## src/rtl/epr_pkg.sv

```systemverilog
package epr_pkg;
  typedef enum logic {
    WSEL_STATUS = 1'b0,
    WSEL_ENABLE = 1'b1
  } wsel_e;
endpackage

```

## src/rtl/epr_hist.sv

```systemverilog
module epr_hist #(
  parameter int W = 6
) (
  input  logic         clk,
  input  logic         rst,
  input  logic [W-1:0] cur,
  output logic [W-1:0] prev
);
  always_ff @(posedge clk) begin
    if (rst) prev <= '0;
    else     prev <= cur;
  end
endmodule

```

## src/rtl/epr_clr_hold.sv

```systemverilog
module epr_clr_hold #(
  parameter int W = 6
) (
  input  logic         clk,
  input  logic         rst,
  input  logic [W-1:0] raw_valid,
  input  logic [W-1:0] clr_cmd,
  output logic [W-1:0] eff_valid
);
  logic [W-1:0] hold_q;

  // Forced low from the command cycle until the raw flag has dropped.
  assign eff_valid = raw_valid & ~(hold_q | clr_cmd);

  always_ff @(posedge clk) begin
    if (rst) hold_q <= '0;
    else     hold_q <= clr_cmd | (hold_q & raw_valid);
  end
endmodule

```

## src/rtl/epr_ep_cell.sv

```systemverilog
module epr_ep_cell (
  input  logic clk,
  input  logic rst,
  input  logic is_in,
  input  logic v_rise,
  input  logic v_fall,
  input  logic d_rise,
  input  logic dma_hit,
  input  logic dma_quiet,
  input  logic short_pulse,
  input  logic sw_mode,
  input  logic sw_clear,
  output logic ready
);
  logic set_plain, set_ev, auto_clr, clr_ev;

  always_comb begin
    set_plain = is_in ? (v_fall | d_rise) : v_rise;
    if (dma_hit) set_ev = dma_quiet ? 1'b0 : (~is_in & short_pulse);
    else         set_ev = set_plain;
    auto_clr = ~sw_mode & (is_in ? v_rise : v_fall);
    clr_ev   = auto_clr | sw_clear;
  end

  always_ff @(posedge clk) begin
    if (rst)         ready <= 1'b0;
    else if (set_ev) ready <= 1'b1;
    else if (clr_ev) ready <= 1'b0;
  end
endmodule

```

## src/rtl/epbuf_ready_irq.sv

```systemverilog
module epbuf_ready_irq #(
  parameter int NUM_EP = 6,
  localparam int SEL_W = $clog2(NUM_EP + 1)
) (
  input  logic              clk,
  input  logic              rst,
  input  logic [NUM_EP-1:0] buf_valid,
  input  logic [NUM_EP-1:0] ep_dir,
  input  logic [NUM_EP-1:0] short_done,
  input  logic              sw_clr_mode,
  input  logic [SEL_W-1:0]  dma_sel,
  input  logic [NUM_EP-1:0] dma_irq_mode,
  input  logic              wr_en,
  input  logic              wr_sel,
  input  logic [NUM_EP-1:0] wr_data,
  input  logic [NUM_EP-1:0] buf_clr,
  output logic [NUM_EP-1:0] rdy_stat,
  output logic              irq
);
  import epr_pkg::*;

  logic [NUM_EP-1:0] vld_eff, vld_prev, dir_prev;
  logic [NUM_EP-1:0] v_rise, v_fall, d_rise, sw_clr, dma_hit;
  logic [NUM_EP-1:0] en_q;
  logic              wr_stat, wr_en_reg;

  epr_clr_hold #(.W(NUM_EP)) u_hold (
    .clk(clk), .rst(rst), .raw_valid(buf_valid), .clr_cmd(buf_clr), .eff_valid(vld_eff)
  );

  epr_hist #(.W(NUM_EP)) u_vhist (.clk(clk), .rst(rst), .cur(vld_eff), .prev(vld_prev));
  epr_hist #(.W(NUM_EP)) u_dhist (.clk(clk), .rst(rst), .cur(ep_dir),  .prev(dir_prev));

  assign v_rise    = vld_eff & ~vld_prev;
  assign v_fall    = ~vld_eff & vld_prev;
  assign d_rise    = ep_dir & ~dir_prev;
  assign wr_stat   = wr_en & (wsel_e'(wr_sel) == WSEL_STATUS);
  assign wr_en_reg = wr_en & (wsel_e'(wr_sel) == WSEL_ENABLE);
  assign sw_clr    = {NUM_EP{wr_stat}} & ~wr_data;

  for (genvar k = 0; k < NUM_EP; k++) begin : g_ep
    assign dma_hit[k] = (dma_sel == SEL_W'(k + 1));
    epr_ep_cell u_cell (
      .clk(clk), .rst(rst),
      .is_in(ep_dir[k]), .v_rise(v_rise[k]), .v_fall(v_fall[k]), .d_rise(d_rise[k]),
      .dma_hit(dma_hit[k]), .dma_quiet(dma_irq_mode[k]), .short_pulse(short_done[k]),
      .sw_mode(sw_clr_mode), .sw_clear(sw_clr[k]), .ready(rdy_stat[k])
    );
  end

  always_ff @(posedge clk) begin
    if (rst)            en_q <= '0;
    else if (wr_en_reg) en_q <= wr_data;
  end

  assign irq = |(rdy_stat & en_q);
endmodule

```

## config.mk

```make
export PLATFORM = sky130hd
export DESIGN_NAME = epbuf_ready_irq
export DESIGN_NICKNAME = d
export VERILOG_FILES = /design/src/rtl/epr_pkg.sv /design/src/rtl/epr_hist.sv /design/src/rtl/epr_clr_hold.sv /design/src/rtl/epr_ep_cell.sv /design/src/rtl/epbuf_ready_irq.sv
export SDC_FILE = /design/constraint.sdc
export NUM_CORES = 1
export LEC_CHECK = 0
export ABC_AREA = 1
export BUFFER_PORTS_ARGS = -buffer_cell sky130_fd_sc_hd__buf_2
export CORE_ASPECT_RATIO = 1.2
export CORE_MARGIN = 2
export CORE_UTILIZATION = 40
export DETAILED_ROUTE_END_ITERATION = 12
export PLACE_DENSITY = 0.67
export SLEW_MARGIN = 10
export SYNTH_ARGS = -nofsm -noshare
export SYNTH_HDL_FRONTEND = slang
export SYNTH_HIERARCHICAL = 1
export SYNTH_SLANG_ARGS = --single-unit
```

## constraint.sdc

```tcl
create_clock -name clk -period 1.1 [get_ports clk]
set_clock_uncertainty 0.1 [all_clocks]
set_input_delay 0 -clock clk [delete_from_list [all_inputs] [get_ports clk]]
set_output_delay 0 -clock clk [all_outputs]
set_load 0.02 [all_outputs]
```

==> out/metrics.yaml <==
run_status:
  outcome: "finished with violations"
  violations: "hold timing, setup timing"
sta:
  final_hold_viol_count: 4
  holdWs_ps: -128.8
  slew_headroom_pct: 77.73
  tightest_slew_ps: 331.5
  tns_ps: -343.9
  period_share_pct: 111.5
  timing.fmax_mhz: 815.6
  fin_crit_ps: 1226
  slew_viol_final: 0
  layout_setup_ws_ps: -126.0
  finalSetupViolCount: 6
  rsz0062_at_grt: "yes"
power:
  power_density_nw_per_um2: 1058
  peakVddDrop_v: 0.0007069
  p_switching_w: 0.0007676
  switching_share_pct: 27.91
  p_comb_share_pct: 23.0
  p_int_w: 0.001982
  p_leak_nw: 1.353
  clkPwrFrac_pct: 33.3
  p_seq_share_pct: 43.7
cts:
  clockRootBuffer: "clkbuf_8"
  cts_sinks: 30
  htree_levels: 2
  cts_max_path_buffers: 2
  numCtsBuffers: 5
  clkLatencyLatePin_ps: 280
  clk_pin_slew_worst_paths_ps: 60
  cts_tree: "yes"
critical_path:
  crit_path_end_kind: "register"
  reg2regPathDepth: 9
  crit_chain: "nor3b_4, inv_1, nor2_2, nor2_1, nor2_1, nand2_1, nand2_1, nor2_1, nor2_1"
  slowest_delay_ps: 340
  worst-endpoint-required_ps: 1220
  cp-start-kind: "register"
  reg2reg_to: "g_ep[5].u_cell/ready"
  slowest_stage: "dfxtp_2"
  worstSetupPathType: "register to register"
  reg2reg_from: "u_hold/hold_q[5]"
  reg2reg_setup_slack_ps: -130
  path_common_cell: "nor2_1"
  critPathMaxFanout: 3
  arrival_ps: 1350
yosys:
  yosysTopAreaCellShare_pct: 36.45
  synth_cells: 277
  synth_cell_type_count: 14
  synth_top_area_cell: "dfxtp_1"
  synth.avg_cell_area_um2: 5.949
  ys_seq_area_share_pct: 36.45
  netlist_top_cells_area: "dfxtp_1 (36%), nor2_1 (16%), inv_1 (14%)"
  syn_nets: 321
  yosys_warnings: 6
  ys_seq_elements: 30
  netlist_area_um2: 1648
detailed_routing:
  routedWlPerCell_um: 9.638
  vias: 1853
  drt-initial-drc-count: 89
  vias_per_cell: 4.250
  drc: 0
  drt_pass1_iterations: 4
  drtAntennaViolNets: 0
  drt-total-wl_um: 4202
floorplanning:
  die-area_um2: 4651
  core_area_um2: 3941
  die_h_um: 74.31
  start_util_pct: 41.81
  die_w_um: 62.59
  pin_count: 51
  fp-row-count: 25
finish:
  drive_above_1_share_pct: 28.80
  fin_area_um2: 2600
  antenna_cells: 0
  area_growth_pct: 57.78
  final_nets: 425
place:
  dp_hpwl_um: 2632
  port_buffers: 50
  placed_area_um2: 2001
  place.gp.congestion: 0.7562
global_routing:
  track_usage_pct: 19.09
  grt-ovfl-total: 0
  grt_max_degree: 31
  grt_pass1_vias: 1694
  antenna_found_initial: 0
  grt_first_pass_wirelength_um: 6900
hold_path:
  holdPathStages: 3
  hp-start: "buf_clr[1]"
  hold_end: "u_hold/hold_q[1]"
  hp-class: "input pin to register"
run:
  maxCapViolCount: 0
-- synth_stat cells --
library cell and instances:
nand2_4 1, nand3b_1 6, dfxtp_1 30, nand3_1 12, nor3b_2 1, a21oi_1 11
nand2_2 1, inv_1 63, inv_2 2, a21oi_2 7, nor2_1 72, nand2_1 63
buf_4 2, nor3_1 6
-- worst max path at each step --
stage,start,endpoint,slack (ps),cells past startpoint
3_3_place_gp,u_hold/hold_q[5],g_ep[5].u_cell/ready,-90,9
2_1_floorplan,u_hold/hold_q[5],g_ep[5].u_cell/ready,-40,8
6_report,u_hold/hold_q[5],g_ep[5].u_cell/ready,-130,9
5_1_grt,u_hold/hold_q[5],g_ep[5].u_cell/ready,-230,9
4_1_cts,u_hold/hold_q[5],g_ep[5].u_cell/ready,-150,9
3_5_place_dp,u_hold/hold_q[5],g_ep[5].u_cell/ready,-130,9
-- repair_timing --
item	in CTS	in global routing
hold buffers	33	1
gates resized for setup	24	13
pin swaps	24	20
buffers inserted	8	3
endpoints found under the hold margin	30	4
setup endpoints to repair	7	7
-- layer usage --
layer | up-vias | wire length (µm) | global-route usage (%) | part of all wire, %
li1 | 1019 | - | - | -
met1 | 789 | 1796 | 19.05 | 43
met2 | 39 | 2161 | 37.51 | 51
met3 | 6 | 174 | 5.295 | 4.1
met4 | 0 | 70 | 8.148 | 1.7
met5 | - | 0 | 0 | 0
-- layout make-up --
| class | count | area, µm² |
|---|---|---|
| tap | 54 | 67.56 |
| clock inverter | 1 | 5.005 |
| sequential | 30 | 611.8 |
| timing repair buffer | 99 | 725.7 |
| inverter | 65 | 244.0 |
| fill | 362 | 1341 |
| clock buffer | 7 | 86.33 |
| multi-input combinational | 180 | 859.6 |
-- kinds of logic (layout without fill, tap and decap cells) --
kind of cell	after synthesis	in the layout	synth area share, %
AND/OR/NAND/NOR	162	162	40.77
flip-flops	30	30	36.45
buffers and inverters	67	172	15.72
AO/OA/AOI/OAI	18	18	7.061
-- through the flow --
stage          hold slack, ps  instances  utilization [%]  total power [W]  worst slack, ps
2_1_floorplan          -37.56        277                -         0.001482           -39.65
3_3_place_gp            151.8        384            50.76         0.001673           -87.98
3_5_place_dp            159.5        384            50.76         0.001684           -133.4
4_1_cts                -136.7        433            64.54         0.002759           -147.0
5_1_grt                -128.7        436            65.97         0.002918           -228.9
6_report               -128.8        436            65.97         0.002750           -126.0
-- power by group through the flow --
stage | sequential, W | clock, W | combinational [W]
after detailed placement | 0.00121 | 0 | 0.000472
after global placement | 0.00121 | 0 | 0.000464
final | 0.00120 | 0.000916 | 0.000633
after floorplan | 0.00123 | 0 | 0.000250
after global routing | 0.00121 | 0.00100 | 0.000709
after CTS | 0.00120 | 0.000954 | 0.000606
-- placed cells by master (no fill, tap or decap), types with 2 or more instances in the layout --
cell            n
inv_1          59
dfxtp_2         9
a21oi_2         7
buf_2          48
buf_4          15
nand2_2         2
nand3_1        12
nor2_1         61
inv_2           6
nand2_1        62
clkbuf_8        6
dlygate4sd3_1  33
nor2_2          4
nor3_1          6
buf_6           2
dfxtp_1        21
nand3b_1        6
nor2_4          7
a21oi_1        11
-- flip-flops by register name, summed over array words and instances, names as in the netlist --
signal             count
u_vhist/prev           6
u_dhist/prev           6
u_hold/hold_q          6
en_q                   6
g_ep.u_cell/ready      6
-- worst max-delay path: cells and delay by family, from the launching register on --
family / cells / cell delay (ps)
simple gates: 8 / 660
buf+inv: 1 / 70
flops: 1 / 340
(Power assumes the default switching activity.)
